==> src/rtl/serial_rx_pkg.sv <==
package serial_rx_pkg;

    typedef struct packed {
        logic       brk;
        logic       ferr;
        logic       perr;
        logic [7:0] data;
    } rx_entry_t;

    typedef enum logic [2:0] {
        ST_IDLE,
        ST_START,
        ST_DATA,
        ST_PARITY,
        ST_STOP,
        ST_BRKWAIT
    } rx_state_t;

    // fill threshold chosen by the 2-bit select
    function automatic int trig_level(input logic [1:0] sel);
        case (sel)
            2'd0:    return 1;
            2'd1:    return 4;
            2'd2:    return 8;
            default: return 14;
        endcase
    endfunction

endpackage

==> src/rtl/serial_rx_frame.sv <==
module serial_rx_frame
    import serial_rx_pkg::*;
#(
    parameter int OVS = 16
) (
    input  logic       clk,
    input  logic       rst_n,
    input  logic       rx_en,
    input  logic       tick,
    input  logic       rxs,
    input  logic [1:0] word_len,
    input  logic       par_en,
    input  logic       par_even,
    output logic       push,
    output rx_entry_t  push_entry
);
    localparam int            CW   = $clog2(OVS);
    localparam logic [CW-1:0] MID  = CW'(OVS / 2 - 1);
    localparam logic [CW-1:0] LAST = CW'(OVS - 1);

    rx_state_t     state, state_nx;
    logic [CW-1:0] os_cnt;
    logic [2:0]    bit_idx;
    logic [2:0]    last_idx;
    logic [7:0]    shreg;
    logic          all_zero;
    logic          par_acc;
    logic          sample;
    logic          brk_now;

    assign last_idx = 3'd4 + 3'(word_len);
    assign brk_now  = all_zero & ~rxs;

    always_comb begin
        sample = 1'b0;
        if (tick) begin
            if (state == ST_START)
                sample = (os_cnt == MID);
            else if (state == ST_DATA || state == ST_PARITY || state == ST_STOP)
                sample = (os_cnt == LAST);
        end
    end

    // state register
    always_ff @(posedge clk or negedge rst_n) begin
        if (!rst_n)
            state <= ST_IDLE;
        else if (!rx_en)
            state <= ST_IDLE;
        else
            state <= state_nx;
    end

    // next state
    always_comb begin
        state_nx = state;
        unique case (state)
            ST_IDLE:    if (!rxs) state_nx = ST_START;
            ST_START:   if (sample) state_nx = rxs ? ST_IDLE : ST_DATA;
            ST_DATA:    if (sample && bit_idx == last_idx)
                            state_nx = par_en ? ST_PARITY : ST_STOP;
            ST_PARITY:  if (sample) state_nx = ST_STOP;
            ST_STOP:    if (sample) state_nx = brk_now ? ST_BRKWAIT : ST_IDLE;
            ST_BRKWAIT: if (rxs) state_nx = ST_IDLE;
            default:    state_nx = ST_IDLE;
        endcase
    end

    // outputs and datapath
    always_ff @(posedge clk or negedge rst_n) begin
        if (!rst_n) begin
            os_cnt     <= '0;
            bit_idx    <= '0;
            shreg      <= '0;
            all_zero   <= 1'b0;
            par_acc    <= 1'b0;
            push       <= 1'b0;
            push_entry <= '0;
        end else if (!rx_en) begin
            os_cnt <= '0;
            push   <= 1'b0;
        end else begin
            push <= 1'b0;
            if (state == ST_IDLE || state == ST_BRKWAIT)
                os_cnt <= '0;
            else if (tick)
                os_cnt <= sample ? '0 : os_cnt + CW'(1);

            if (sample) begin
                case (state)
                    ST_START: begin
                        shreg    <= '0;
                        bit_idx  <= '0;
                        all_zero <= 1'b1;
                        par_acc  <= 1'b0;
                    end
                    ST_DATA: begin
                        shreg[bit_idx] <= rxs;
                        bit_idx        <= bit_idx + 3'd1;
                        all_zero       <= all_zero & ~rxs;
                        par_acc        <= par_acc ^ rxs;
                    end
                    ST_PARITY: begin
                        all_zero <= all_zero & ~rxs;
                        par_acc  <= par_acc ^ rxs;
                    end
                    ST_STOP: begin
                        push            <= 1'b1;
                        push_entry.brk  <= brk_now;
                        push_entry.ferr <= ~rxs;
                        push_entry.perr <= ~brk_now & par_en & (par_acc ^ ~par_even);
                        push_entry.data <= brk_now ? 8'h00 : shreg;
                    end
                    default: ;
                endcase
            end
        end
    end

endmodule

==> src/rtl/serial_rx_fifo.sv <==
module serial_rx_fifo
    import serial_rx_pkg::*;
#(
    parameter int DEPTH = 16
) (
    input  logic                        clk,
    input  logic                        rst_n,
    input  logic                        rx_en,
    input  logic                        fifo_en,
    input  logic                        push,
    input  rx_entry_t                   wr_entry,
    input  logic                        pop,
    input  logic                        lsr_rd,
    output rx_entry_t                   head,
    output logic [$clog2(DEPTH+1)-1:0]  fill,
    output logic                        overrun
);
    localparam int PW = (DEPTH > 1) ? $clog2(DEPTH) : 1;
    localparam int CW = $clog2(DEPTH + 1);

    rx_entry_t     mem [DEPTH];
    logic [PW-1:0] wptr, rptr;
    logic [CW-1:0] cap;
    logic          do_pop, do_push, room;

    assign cap     = fifo_en ? CW'(DEPTH) : CW'(1);
    assign do_pop  = pop && (fill != '0);
    assign room    = (fill < cap) || do_pop;
    assign do_push = push && room;

    function automatic logic [PW-1:0] bump(input logic [PW-1:0] p);
        return (p == PW'(DEPTH - 1)) ? '0 : p + PW'(1);
    endfunction

    always_ff @(posedge clk) begin
        if (do_push)
            mem[wptr] <= wr_entry;
    end

    always_ff @(posedge clk or negedge rst_n) begin
        if (!rst_n) begin
            wptr <= '0;
            rptr <= '0;
            fill <= '0;
        end else if (!rx_en) begin
            wptr <= '0;
            rptr <= '0;
            fill <= '0;
        end else begin
            if (do_push) wptr <= bump(wptr);
            if (do_pop)  rptr <= bump(rptr);
            case ({do_push, do_pop})
                2'b10:   fill <= fill + CW'(1);
                2'b01:   fill <= fill - CW'(1);
                default: ;
            endcase
        end
    end

    always_ff @(posedge clk or negedge rst_n) begin
        if (!rst_n)
            overrun <= 1'b0;
        else if (!rx_en)
            overrun <= 1'b0;
        else if (push && !room)
            overrun <= 1'b1;
        else if (lsr_rd)
            overrun <= 1'b0;
    end

    assign head = (fill != '0) ? mem[rptr] : '0;

endmodule

==> src/rtl/serial_rx_timeout.sv <==
module serial_rx_timeout #(
    parameter int OVS   = 16,
    parameter int CHARS = 4
) (
    input  logic       clk,
    input  logic       rst_n,
    input  logic       rx_en,
    input  logic       fifo_en,
    input  logic       tick,
    input  logic       push,
    input  logic       pop,
    input  logic       empty,
    input  logic [1:0] word_len,
    input  logic       par_en,
    output logic       irq
);
    localparam int MAX_BITS  = 2 + 8 + 1;
    localparam int MAX_LIMIT = CHARS * MAX_BITS * OVS;
    localparam int TW        = $clog2(MAX_LIMIT + 2);

    logic [TW-1:0] cnt;
    logic [TW-1:0] limit;

    assign limit = TW'(CHARS * (7 + int'(word_len) + int'(par_en)) * OVS);

    always_ff @(posedge clk or negedge rst_n) begin
        if (!rst_n)
            cnt <= '0;
        else if (!rx_en || !fifo_en || empty || push || pop)
            cnt <= '0;
        else if (tick && cnt <= limit)
            cnt <= cnt + TW'(1);
    end

    assign irq = (cnt > limit);

endmodule

==> src/rtl/serial_rx_core.sv <==
module serial_rx_core
    import serial_rx_pkg::*;
#(
    parameter int DEPTH = 16,
    parameter int OVS   = 16,
    parameter int CHARS = 4
) (
    input  logic                        clk,
    input  logic                        rst_n,
    input  logic                        rx_en,
    input  logic                        tick16,
    input  logic                        rxd,
    input  logic [1:0]                  word_len,
    input  logic                        par_en,
    input  logic                        par_even,
    input  logic                        fifo_en,
    input  logic [1:0]                  trig_sel,
    input  logic                        pop,
    input  logic                        lsr_rd,
    output logic [7:0]                  rd_data,
    output logic                        err_parity,
    output logic                        err_frame,
    output logic                        err_break,
    output logic                        data_ready,
    output logic                        overrun,
    output logic                        irq_trig,
    output logic                        irq_timeout,
    output logic [$clog2(DEPTH+1)-1:0]  fill
);
    logic      rx_meta, rx_sync;
    logic      push;
    rx_entry_t push_entry;
    rx_entry_t head;

    always_ff @(posedge clk or negedge rst_n) begin
        if (!rst_n) begin
            rx_meta <= 1'b1;
            rx_sync <= 1'b1;
        end else begin
            rx_meta <= rxd;
            rx_sync <= rx_meta;
        end
    end

    serial_rx_frame #(.OVS(OVS)) u_frame (
        .clk        (clk),
        .rst_n      (rst_n),
        .rx_en      (rx_en),
        .tick       (tick16),
        .rxs        (rx_sync),
        .word_len   (word_len),
        .par_en     (par_en),
        .par_even   (par_even),
        .push       (push),
        .push_entry (push_entry)
    );

    serial_rx_fifo #(.DEPTH(DEPTH)) u_fifo (
        .clk      (clk),
        .rst_n    (rst_n),
        .rx_en    (rx_en),
        .fifo_en  (fifo_en),
        .push     (push),
        .wr_entry (push_entry),
        .pop      (pop),
        .lsr_rd   (lsr_rd),
        .head     (head),
        .fill     (fill),
        .overrun  (overrun)
    );

    serial_rx_timeout #(.OVS(OVS), .CHARS(CHARS)) u_tmo (
        .clk      (clk),
        .rst_n    (rst_n),
        .rx_en    (rx_en),
        .fifo_en  (fifo_en),
        .tick     (tick16),
        .push     (push),
        .pop      (pop),
        .empty    (fill == '0),
        .word_len (word_len),
        .par_en   (par_en),
        .irq      (irq_timeout)
    );

    assign rd_data    = head.data;
    assign err_parity = head.perr;
    assign err_frame  = head.ferr;
    assign err_break  = head.brk;
    assign data_ready = (fill != '0);
    assign irq_trig   = fifo_en ? (int'(fill) >= trig_level(trig_sel)) : (fill != '0);

endmodule

==> config.mk <==
export PLATFORM = sky130hd
export DESIGN_NAME = serial_rx_core
export DESIGN_NICKNAME = d
export VERILOG_FILES = /design/src/rtl/serial_rx_pkg.sv /design/src/rtl/serial_rx_frame.sv /design/src/rtl/serial_rx_fifo.sv /design/src/rtl/serial_rx_timeout.sv /design/src/rtl/serial_rx_core.sv
export SDC_FILE = /design/constraint.sdc
export NUM_CORES = 1
export LEC_CHECK = 0
export BUFFER_PORTS_ARGS = -buffer_cell sky130_fd_sc_hd__buf_2
export CORE_UTILIZATION = 30
export DETAILED_ROUTE_END_ITERATION = 8
export PLACE_DENSITY_LB_ADDON = 0.05
export SLEW_MARGIN = 20
export SYNTH_ARGS = -nofsm -noshare
export SYNTH_HDL_FRONTEND = slang
export SYNTH_SLANG_ARGS = --single-unit
==> constraint.sdc <==
create_clock -name clk -period 2.7 [get_ports clk]
set_clock_uncertainty 0.1 [all_clocks]
set_input_delay 0.54 -clock clk [delete_from_list [all_inputs] [get_ports clk]]
set_output_delay 0.54 -clock clk [all_outputs]
set_load 0.005 [all_outputs]
## Word level (Yosys, flattened, before mapping)

Memories as Yosys holds them, arrays and structs flattened.
Cells that the tools add are included.

| cells by class | value |
|---|---|
| add/sub/neg operators | 10 |
| $lt $le $gt $ge | 6 |
| eq/ne operators | 25 |
| mux-type cells | 48 |
| bitwise logic cells | 8 |
| reductions and logical operators | 29 |

Operator list:

| operator | count |
|---|---|
| 4-bit two-way mux | 10 |
| 6-bit by 32-bit greater-or-equal comparator with 1-bit output | 1 |
| 3-bit two-way mux | 9 |
| 10-bit two-way mux | 2 |
| 3-bit one-hot mux with 6 select lines | 1 |
| 8-bit one-hot mux with 2 select lines | 1 |
| 1-bit two-way mux | 13 |
| 4-bit by 1-bit adder with 4-bit output, second input constant | 3 |
| 4-bit == test, second input constant | 3 |
| 4-bit one-hot mux with 3 select lines | 1 |
| 11-bit two-way mux | 1 |
| 10-bit by 1-bit adder with 10-bit output, second input constant | 1 |
| 10-bit > comparator | 1 |
| 10-bit <= comparator | 1 |
| 5-bit two-way mux | 2 |
| 5-bit one-hot mux with 2 select lines | 1 |
| 3-bit by 1-bit != test with 1-bit output, second input constant | 3 |
| 3-bit by 2-bit != test with 1-bit output, second input constant | 3 |
| 3-bit != test, second input constant | 3 |
| 3-bit AND reduction | 3 |
| 8-bit bitwise mux | 1 |
| 1-bit logical OR | 8 |
| 8-bit two-way mux | 1 |
| 3-bit by 2-bit == test with 1-bit output, second input constant | 2 |
| 32 further kinds | 51 |

| word-level totals | value |
|---|---|
| register bits | 58 |
| memory bits (writable) | 176 |
| input bits | 14 |
| output and inout bits | 20 |
| word-level logic and storage cells | 145 |
| memories kept | 1 |

Memory list:

| memory | depth | bits a word | read ports | clocked after Yosys merged registers in | write ports | RTL line | text |
|---|---|---|---|---|---|---|---|
| u_fifo.mem | 16 | 11 | 1 | 0 | 1 | serial_rx_fifo.sv:21 | `rx_entry_t mem [DEPTH];` |

## Longest topological paths before layout

Gate-level depths: netlist (run 1).

| depth | value |
|---|---|
| depth in word-level cells | 10 |
| depth in mapped cells | 11 |
| depth with buffers taken out | 10 |

## By module

Synthesis (run 1) repeated with hierarchy kept, for this count alone.

| unflattened totals | value |
|---|---|
| cells, all modules | 708 |
| area total of the unflattened synthesis | 10,553.9 µm² |

Modules (own cells, without submodules):

| module | times used | cells each | area each (µm²) | sequential area each (µm²) |
|---|---|---|---|---|
| serial_rx_fifo | 1 | 401 | 7,790.0 | 5,635.4 |
| serial_rx_frame | 1 | 200 | 1,773.0 | 800.8 |
| serial_rx_timeout | 1 | 86 | 807.0 | 250.2 |
| serial_rx_core | 1 | 21 | 183.9 | 52.6 |

## Least setup slack after synthesis (run 1)

Ideal clock, no wire load.

| timing path | value |
|---|---|
| path kind | register to register |
| start | register u_fifo.fill[1] |
| end | memory u_fifo.mem[10][0] (netlist bit) (enable) |
| setup time | 0.393 ns |
| arrival | 2.456 ns |
| required time | 2.207 ns |
| slack | -0.249 ns |
| stages on the path, launching flop included | 7 |
| path buffers | 1 |
| clock period less this slack | 2.949 ns |
| cell sequence | dfrtp_1 > or4_4 > o21ai_2 > a21boi_2 > nand2b_1 > buf_4 > nor3_1 |

| on the way | value |
|---|---|
| cells in the longest elaborated chain, start to end | 6 |
| elaborated cells between the ends (all ways) | 7 |
| classes of those cells | order compare (1); mux (2); reduce/logical (4) |

RTL lines:

| what | RTL line | text |
|---|---|---|
| start: declaration | serial_rx_fifo.sv:15 | `output logic [$clog2(DEPTH+1)-1:0] fill,` |
| start signal: assignment | serial_rx_fifo.sv:53 | `2'b10: fill <= fill + CW'(1);` |
| start signal: assignment | serial_rx_fifo.sv:54 | `2'b01: fill <= fill - CW'(1);` |
| parallel branches: the longest is 2 deep, another holds 5-bit less-than comparator | -- |  |
| 1-bit logical OR (*) | serial_rx_fifo.sv:28 | `assign room = (fill < cap) \|\| do_pop;` |
| 1-bit logical AND (*) | serial_rx_fifo.sv:29 | `assign do_push = push && room;` |
| 1-bit two-way mux (*) | serial_rx_fifo.sv:36 | `if (do_push)` |
| 1-bit two-way mux (implied by the code) (*) | serial_rx_fifo.sv:37 | `mem[wptr] <= wr_entry;` |
| end: declaration | serial_rx_fifo.sv:21 |  |

Every way passes the cells marked *.

## Worst setup path after layout (run 1)

| timing path | value |
|---|---|
| start | register u_fifo.rptr[0] |
| end | output err_parity |

| on the way | value |
|---|---|
| cells in the longest elaborated chain, start to end | 2 |

RTL lines:

| what | RTL line | text |
|---|---|---|
| start: declaration | serial_rx_fifo.sv:22 | `logic [PW-1:0] wptr, rptr;` |
| start signal: assignment | serial_rx_fifo.sv:51 | `if (do_pop) rptr <= bump(rptr);` |
| memory read 16 x 11 bit | -- |  |
| 11-bit two-way mux | serial_rx_fifo.sv:71 | `assign head = (fill != '0) ? mem[rptr] : '0;` |
| end: declaration | serial_rx_core.sv:21 | `output logic err_parity,` |

Every way passes these cells.

==> results of run 1 <==
==> worst max-delay path, delay by kind of cell, from the launching register on <==
family | cells | cell delay [ns]
multiplexers | 2 | 1.02
flip-flops | 1 | 0.41
buffers and inverters | 3 | 0.39
AND/OR/NAND/NOR | 1 | 0.18
==> layer usage <==
metal / track usage / vias up / share of wire
li1: - / 2735 / -
met1: 0.200 / 3056 / 0.46
met2: 0.245 / 89 / 0.49
met3: 0.0188 / 34 / 0.031
met4: 0.0350 / 0 / 0.019
met5: 0 / - / 0
==> flip-flops by register name, summed over array words and instances (netlist names), 3 cells and up <==
signal	cells
u_fifo.mem	176
u_frame.bit_idx	3
u_fifo.fill	5
u_fifo.wptr	4
u_frame.state	3
u_frame.push_entry	11
u_frame.shreg	8
u_fifo.rptr	4
u_tmo.cnt	10
u_frame.os_cnt	4
==> through the flow <==
stage	setup TNS, ns	total power, mW
2_1_floorplan	-7.99	5.18
3_3_place_gp	0	5.83
3_5_place_dp	-0.0000469	5.86
4_1_cts	-5.57	9.80
5_1_grt	-6.03	10.2
6_report	-4.80	9.78
==> timing repair <==
item                                   CTS  global route
buffers inserted                         8             3
cloned                                   2             0
pin swaps                                8             4
endpoints found under the hold margin   19             0
hold buffers                             2             0
gates resized for setup                 21            23
setup endpoints to repair               13            19
==> worst max path at each step <==
stage / from / end / slack (ns) / depth (start not counted)
detailed placement: u_fifo.fill[0] / u_fifo.mem[12][0] / -0.00005 / 7
CTS: u_fifo.rptr[0] / rd_data[7] / -0.54 / 7
floorplan: u_fifo.fill[0] / u_fifo.mem[10][0] / -0.24 / 6
finish: u_fifo.rptr[0] / err_parity / -0.48 / 6
global route: u_fifo.rptr[0] / rd_data[1] / -0.55 / 6
global placement: u_fifo.fill[0] / u_fifo.mem[15][10] / 0.03 / 7
==> final cells by class <==
type,instances,area (um^2),area share
multi-input cells,373,3400,0.269
flip-flops and latches,234,6740,0.533
repair buffers,101,983,0.0777
inverters,23,88.8,0.00702
clock inverters,9,134,0.0106
well taps,448,561,0.0443
clock buffers,39,749,0.0592
==> kinds of logic after synthesis <==
family,after synthesis
buffers and inverters,59
adder cells (fa/ha/maj),24
AND/OR/NAND/NOR,181
multiplexers,66
XOR/XNOR,18
flip-flops,234
AO/OA/AOI/OAI,83
==> power groups by stage <==
stage	Clock [mW]	Sequential (mW)	Combinational, mW
6_report	3.63	4.01	2.14
5_1_grt	3.87	4.03	2.32
4_1_cts	3.74	4.01	2.05
3_5_place_dp	0	4.08	1.77
3_3_place_gp	0	4.08	1.75
2_1_floorplan	0	4.01	1.16
==> layout by cell type (no fill, tap or decap), types with 8 or more instances in the layout <==
master	synthesis	final
buf_6	3	12
mux4_2	55	55
and3_1	9	8
nor2_1	29	29
o21ai_0	22	21
and2_1	16	9
clkbuf_16	0	26
o21ai_1	8	9
inv_1	23	21
ha_1	23	22
a21oi_1	17	14
dfrtp_1	56	54
clkbuf_1	27	8
nand2_1	56	56
buf_2	3	26
xor2_1	11	11
buf_12	0	18
nand3_1	18	18
mux2i_1	11	11
edfxtp_1	176	176
buf_4	3	41
==> flow_results.xml, run 1 <==
<?xml version="1.0" encoding="UTF-8"?>
<metrics>
  <group name="yosys">
    <metric name="synth_mux_area_frac" unit="">0.131</metric>
    <metric name="mappedNetlistNets" unit="">703</metric>
    <metric name="synthFlopType" unit="">edfxtp_1</metric>
    <metric name="synth.ff_latch_count" unit="">234</metric>
    <metric name="main_combinational_cell_family_by_area_after_synthesis" unit="">multiplexers</metric>
    <metric name="biggest_area_consumer_among_synthesized_cells" unit="">edfxtp_1</metric>
    <metric name="yosys.area_share.xor_xnor" unit="">0.0153</metric>
    <metric name="synthesis.area" unit="um^2">10300</metric>
    <metric name="yosysTopAreaCellShare" unit="">0.513</metric>
    <metric name="synthDistinctLibCells" unit="">59</metric>
    <metric name="synth_compound_gate_area_share" unit="">0.0515</metric>
    <metric name="fraction_of_the_mapped_netlist_area_in_simple_logic_gates" unit="">0.0928</metric>
    <metric name="synth_async_sr_flop_share" unit="">0.248</metric>
    <metric name="synth_top_cells_by_area" unit="">edfxtp_1 51%, dfrtp_1 14%, mux4_2 12%</metric>
    <metric name="synth-edff-count" unit="">176</metric>
    <metric name="yosysMostFrequentCell" unit="">edfxtp_1</metric>
    <metric name="ys_seq_area_frac" unit="">0.654</metric>
    <metric name="yosys.area_share.adder" unit="">0.0299</metric>
    <metric name="synth_commonest_cells" unit="">176 x edfxtp_1, 56 x dfrtp_1, 56 x nand2_1, 55 x mux4_2, 29 x nor2_1</metric>
    <metric name="syn-instance-count" unit="">665</metric>
    <metric name="syn-mean-instance-area" unit="um^2">15.5</metric>
    <metric name="synth.yosys.warnings" unit="">0</metric>
  </group>
  <group name="route">
    <metric name="drt_first_iter_violations" unit="">375</metric>
    <metric name="drt_pre_antenna_iters" unit="">4</metric>
    <metric name="drt.antenna.violating_nets" unit="">0</metric>
    <metric name="remaining_drc_errors" unit="">0</metric>
    <metric name="routed-via-count" unit="">5914</metric>
    <metric name="wl_per_cell" unit="um">20.5</metric>
    <metric name="wirelength" unit="um">25100</metric>
    <metric name="vias_per_cell" unit="">4.82</metric>
  </group>
  <group name="cts">
    <metric name="clockBufferDepth" unit="">3</metric>
    <metric name="cts.sink_count" unit="">234</metric>
    <metric name="clock_latency" unit="ns">0.53</metric>
    <metric name="clk_pin_slew_worst_paths" unit="ns">0.06</metric>
    <metric name="cts_tree" unit="">built</metric>
    <metric name="cts_buffers" unit="">26</metric>
    <metric name="cts_max_level" unit="">1</metric>
    <metric name="clock-root-buffer" unit="">clkbuf_16</metric>
  </group>
  <group name="floorplan">
    <metric name="ios" unit="">34</metric>
    <metric name="core_area" unit="um^2">33600</metric>
    <metric name="initial_utilization" unit="">0.306</metric>
    <metric name="dieArea" unit="um^2">35100</metric>
    <metric name="rows" unit="">67</metric>
    <metric name="die_w" unit="um">187</metric>
    <metric name="die_y" unit="um">187</metric>
  </group>
  <group name="setup_path">
    <metric name="reg2reg_depth" unit="">12</metric>
    <metric name="r2r_setup_slack" unit="ns">-0.06</metric>
    <metric name="endpoint_of_the_lowest_slack_register_to_register_path" unit="">u_fifo.fill[4]</metric>
    <metric name="cpMaxStageDelayCell" unit="">mux4_2</metric>
    <metric name="cp.required" unit="ns">2.06</metric>
    <metric name="arrival" unit="ns">2.54</metric>
    <metric name="crit_path_max_incr_delay" unit="ns">0.53</metric>
    <metric name="crit_type" unit="">flip-flop to output pin</metric>
    <metric name="path_max_fanout" unit="">8</metric>
    <metric name="critical_path.reg2reg.startpoint" unit="">u_fifo.fill[1]</metric>
    <metric name="worst_setup_path_start_kind" unit="">flip-flop</metric>
    <metric name="critPathCaptureType" unit="">output pin</metric>
    <metric name="critical_path.cell_chain" unit="">buf_12 -&gt; buf_12 -&gt; mux4_2 -&gt; mux4_2 -&gt; and2_4 -&gt; buf_6</metric>
  </group>
  <group name="sta">
    <metric name="fmax" unit="MHz">314</metric>
    <metric name="max-slew-margin-rel" unit="">0.395</metric>
    <metric name="worstMarginPinSlew" unit="ns">0.907</metric>
    <metric name="period_needed" unit="ns">3.18</metric>
    <metric name="final.setup.worst_slack" unit="ns">-0.483</metric>
    <metric name="report.final.slew_viol_count" unit="">0</metric>
    <metric name="timing.final.crit_share" unit="">1.18</metric>
    <metric name="timing.final.setup_violations" unit="">13</metric>
    <metric name="rsz0062_at_grt" unit="">true</metric>
    <metric name="fin_worst_hold_slack" unit="ns">0.231</metric>
    <metric name="final_hold_viol_count" unit="">0</metric>
  </group>
  <group name="power">
    <metric name="max-vdd-ir-drop" unit="uV">552</metric>
    <metric name="power_per_unit_of_standard_cell_area" unit="nW/um^2">773</metric>
    <metric name="seq_power_share" unit="">0.410</metric>
    <metric name="p_clk_frac" unit="">0.371</metric>
    <metric name="swShare" unit="">0.257</metric>
    <metric name="cellInternalPower" unit="mW">7.26</metric>
    <metric name="switchingPower" unit="mW">2.51</metric>
    <metric name="power.static_leakage" unit="nW">4.97</metric>
    <metric name="power_frac_comb" unit="">0.219</metric>
  </group>
  <group name="run_status">
    <metric name="outcome" unit="">finished with violations</metric>
    <metric name="failing_checks" unit="">negative setup slack</metric>
  </group>
  <group name="run">
    <metric name="maxCapViolations" unit="">0</metric>
  </group>
  <group name="global_routing">
    <metric name="grt_pass1_wl" unit="um">38600</metric>
    <metric name="globalRouteTotalUtil" unit="">0.146</metric>
    <metric name="antenna_found_initial" unit="">0</metric>
    <metric name="first_global_vias" unit="">6199</metric>
    <metric name="grt_start_max_net_pins" unit="">39</metric>
    <metric name="global_route.overflow_total" unit="">0</metric>
  </group>
  <group name="cells_and_area">
    <metric name="diode_insertion_count_for_antenna_repair" unit="">0</metric>
    <metric name="syn_to_final_growth" unit="%">22.9</metric>
    <metric name="fillerInstances" unit="">3157</metric>
    <metric name="instances_no_fill" unit="">1227</metric>
    <metric name="post-route-util" unit="">0.377</metric>
    <metric name="postLayoutCellArea" unit="um^2">12700</metric>
    <metric name="final_layout_size_suffix_gt1_frac" unit="">0.298</metric>
    <metric name="final_nets" unit="">797</metric>
  </group>
  <group name="placement">
    <metric name="gp_congestion" unit="">0.796</metric>
    <metric name="placed_cells_incl_taps" unit="">1166</metric>
    <metric name="dp_hpwl" unit="um">16400</metric>
    <metric name="place.port_buffers" unit="">33</metric>
    <metric name="place_worst_setup_slack" unit="ns">-0.0000469</metric>
    <metric name="postPlaceCellArea" unit="um^2">11500</metric>
  </group>
  <group name="min_path">
    <metric name="hold_class" unit="">input pin to async pin</metric>
  </group>
</metrics>
Note: power is estimated with default switching activity, not from simulation.
==> run 2: changes to the inputs <==
- REMOVE_ABC_BUFFERS: default -> 1
==> run 2 against run 1 <==
Compared with the run above:
- the flow still finishes with violations (negative setup slack)
- count of clock-buffer cells in the layout decreased by 8
- fmax increased by 0.26%
- sequential power about the same
- design area about the same
- global-route usage increased by 0.15 points
- routed wire length increased by 2.6%
- critical path depth unchanged
- final cell count increased by 0.41%
- register-to-register slack improved by 0.13 ns
- core utilization about the same
- sequential share of layout area about the same
- power decreased by 0.97%
- critical endpoint is now rd_data[5]
- highest routed layer unchanged
==> flow_results.xml, run 2 (synthesis results as in run 1) <==
<?xml version="1.0" encoding="UTF-8"?>
<metrics>
  <group name="cells_and_area">
    <metric name="post-route-util" unit="">0.377</metric>
    <metric name="layout_common_cells" unit="">176 x edfxtp_1, 56 x nand2_1, 55 x mux4_2, 54 x dfrtp_1, 44 x buf_4</metric>
    <metric name="syn_to_final_growth" unit="%">22.9</metric>
    <metric name="max_flop_register" unit="">u_fifo.mem</metric>
    <metric name="fillerInstances" unit="">3130</metric>
    <metric name="final_nets" unit="">801</metric>
    <metric name="diode_insertion_count_for_antenna_repair" unit="">0</metric>
    <metric name="registers_with_the_most_flip_flops" unit="">u_fifo.mem x176, u_frame.push_entry x11, u_tmo.cnt x10</metric>
    <metric name="final_layout_size_suffix_gt1_frac" unit="">0.300</metric>
    <metric name="largest_register_ffs" unit="">176</metric>
    <metric name="layout.cells.most_common" unit="">edfxtp_1</metric>
  </group>
  <group name="setup_path">
    <metric name="critPathCaptureType" unit="">output pin</metric>
    <metric name="crit_path_max_incr_delay" unit="ns">0.55</metric>
    <metric name="critical_path.cell_chain" unit="">buf_6 -&gt; buf_12 -&gt; mux4_2 -&gt; mux4_2 -&gt; and2_4 -&gt; buf_6</metric>
    <metric name="path_max_fanout" unit="">5</metric>
    <metric name="cpMaxStageDelayCell" unit="">mux4_2</metric>
    <metric name="reg2reg_depth" unit="">12</metric>
    <metric name="endpoint_of_the_lowest_slack_register_to_register_path" unit="">u_fifo.fill[4]</metric>
    <metric name="r2r_setup_slack" unit="ns">0.07</metric>
    <metric name="worst_setup_path_start_kind" unit="">flip-flop</metric>
    <metric name="critical_path.reg2reg.startpoint" unit="">u_fifo.fill[1]</metric>
    <metric name="arrival" unit="ns">2.53</metric>
    <metric name="crit_type" unit="">flip-flop to output pin</metric>
    <metric name="cp.required" unit="ns">2.06</metric>
  </group>
  <group name="sta">
    <metric name="final.setup.worst_slack" unit="ns">-0.475</metric>
    <metric name="max-slew-margin-rel" unit="">0.574</metric>
    <metric name="worstMarginPinSlew" unit="ns">0.638</metric>
    <metric name="report.final.slew_viol_count" unit="">0</metric>
    <metric name="timing.final.setup_violations" unit="">13</metric>
    <metric name="tns" unit="ns">-5.13</metric>
    <metric name="final_hold_viol_count" unit="">0</metric>
    <metric name="rsz0062_at_grt" unit="">true</metric>
    <metric name="fmax" unit="MHz">315</metric>
    <metric name="fin_worst_hold_slack" unit="ns">0.243</metric>
    <metric name="period_needed" unit="ns">3.17</metric>
    <metric name="timing.final.crit_share" unit="">1.18</metric>
  </group>
  <group name="power">
    <metric name="cellInternalPower" unit="mW">7.10</metric>
    <metric name="switchingPower" unit="mW">2.58</metric>
    <metric name="swShare" unit="">0.267</metric>
    <metric name="max-vdd-ir-drop" unit="uV">452</metric>
    <metric name="seq_power_share" unit="">0.413</metric>
    <metric name="p_clk_frac" unit="">0.352</metric>
    <metric name="power_per_unit_of_standard_cell_area" unit="nW/um^2">765</metric>
    <metric name="power_frac_comb" unit="">0.235</metric>
    <metric name="power.static_leakage" unit="nW">4.96</metric>
  </group>
  <group name="cts">
    <metric name="cts_tree" unit="">built</metric>
    <metric name="cts.sink_count" unit="">234</metric>
    <metric name="clockBufferDepth" unit="">3</metric>
    <metric name="clock-root-buffer" unit="">clkbuf_16</metric>
    <metric name="cts_max_level" unit="">1</metric>
    <metric name="cts_buffers" unit="">27</metric>
    <metric name="clk_pin_slew_worst_paths" unit="ns">0.06</metric>
    <metric name="clock_latency" unit="ns">0.55</metric>
  </group>
  <group name="floorplan">
    <metric name="initial_utilization" unit="">0.306</metric>
    <metric name="dieArea" unit="um^2">35100</metric>
    <metric name="rows" unit="">67</metric>
    <metric name="die_y" unit="um">187</metric>
    <metric name="die_w" unit="um">187</metric>
    <metric name="ios" unit="">34</metric>
    <metric name="core_area" unit="um^2">33600</metric>
  </group>
  <group name="run_status">
    <metric name="failing_checks" unit="">negative setup slack</metric>
    <metric name="outcome" unit="">finished with violations</metric>
  </group>
  <group name="route">
    <metric name="remaining_drc_errors" unit="">0</metric>
    <metric name="drt.antenna.violating_nets" unit="">0</metric>
    <metric name="drt_pre_antenna_iters" unit="">4</metric>
    <metric name="wirelength" unit="um">25800</metric>
    <metric name="vias_per_cell" unit="">4.84</metric>
    <metric name="drt_first_iter_violations" unit="">300</metric>
    <metric name="routed-via-count" unit="">5961</metric>
    <metric name="wl_per_cell" unit="um">20.9</metric>
  </group>
  <group name="global_routing">
    <metric name="grt_pass1_wl" unit="um">38800</metric>
    <metric name="antenna_found_initial" unit="">0</metric>
    <metric name="grt_start_max_net_pins" unit="">59</metric>
    <metric name="globalRouteTotalUtil" unit="">0.147</metric>
    <metric name="first_global_vias" unit="">6317</metric>
    <metric name="global_route.overflow_total" unit="">0</metric>
  </group>
  <group name="min_path">
    <metric name="worst_hold_path.num_cells" unit="">4</metric>
    <metric name="hold_class" unit="">input pin to flip-flop</metric>
    <metric name="worst_hold_startpoint" unit="">lsr_rd</metric>
    <metric name="min_to" unit="">u_fifo.overrun</metric>
  </group>
  <group name="placement">
    <metric name="gp_congestion" unit="">0.764</metric>
    <metric name="place_worst_setup_slack" unit="ns">-0.0595</metric>
    <metric name="place.port_buffers" unit="">33</metric>
    <metric name="dp_hpwl" unit="um">16200</metric>
  </group>
  <group name="run">
    <metric name="maxCapViolations" unit="">0</metric>
  </group>
</metrics>
[run 2: worst max-delay path, delay by kind of cell, from the launching register on]
family	cells	cell delay (ns)
flip-flops	1	0.41
multiplexers	2	1.02
buffers and inverters	3	0.38
AND/OR/NAND/NOR	1	0.17
[run 2: worst max path at each step]
stage	startpoint	endpoint	slack [ns]	cells past startpoint
after floorplan	u_fifo.rptr[0]	err_break	-1.10	3
after global placement	u_fifo.fill[0]	u_fifo.mem[10][10]	-0.05	7
after detailed placement	u_fifo.fill[0]	u_fifo.mem[10][10]	-0.06	7
after CTS	u_fifo.rptr[0]	rd_data[4]	-0.51	6
after global routing	u_fifo.rptr[0]	rd_data[7]	-0.54	6
final	u_fifo.rptr[0]	rd_data[5]	-0.47	6
[run 2: layout make-up]
class | count | area [um^2] | area share
clock buffer | 31 | 691 | 0.0545
clock inverter | 19 | 129 | 0.0102
inverter | 23 | 91.3 | 0.00721
multi-input combinational | 373 | 3420 | 0.270
sequential | 234 | 6740 | 0.532
tap | 448 | 561 | 0.0443
timing repair buffer | 104 | 1030 | 0.0812
[run 2: layer usage]
metal  up-vias  track usage  routed length [um]
li1       2746            -                   -
met1      3092        0.195               11600
met2        79        0.253               12900
met3        44       0.0182                 664
met4         0       0.0429                 609
met5         -            0                   0
[run 2: power groups by stage]
| stage | Clock [mW] | Sequential [mW] | Combinational [mW] |
|---|---|---|---|
| after floorplan | 0 | 4.17 | 0.925 |
| after global placement | 0 | 4.07 | 1.82 |
| after detailed placement | 0 | 4.07 | 1.84 |
| after CTS | 3.51 | 4.00 | 2.01 |
| after global routing | 3.63 | 4.01 | 2.51 |
| final | 3.41 | 3.99 | 2.28 |
[run 2: repair_timing]
action / in CTS / in global routing
cloned: 2 / 2
buffers inserted: 6 / 2
hold endpoints to repair: 57 / 0
gates resized for setup: 14 / 32
endpoints found under the setup margin: 31 / 47
hold buffers: 2 / 0
pin swaps: 2 / 10
[run 2: per-stage QoR]
stage          area [um^2]  std cells  power, mW
6_report             12700       1232       9.68
5_1_grt              12700       1232       10.1
3_5_place_dp         11500       1170       5.91
3_3_place_gp         11500       1170       5.89
2_1_floorplan        10100        629       5.10
4_1_cts              12500       1229       9.52
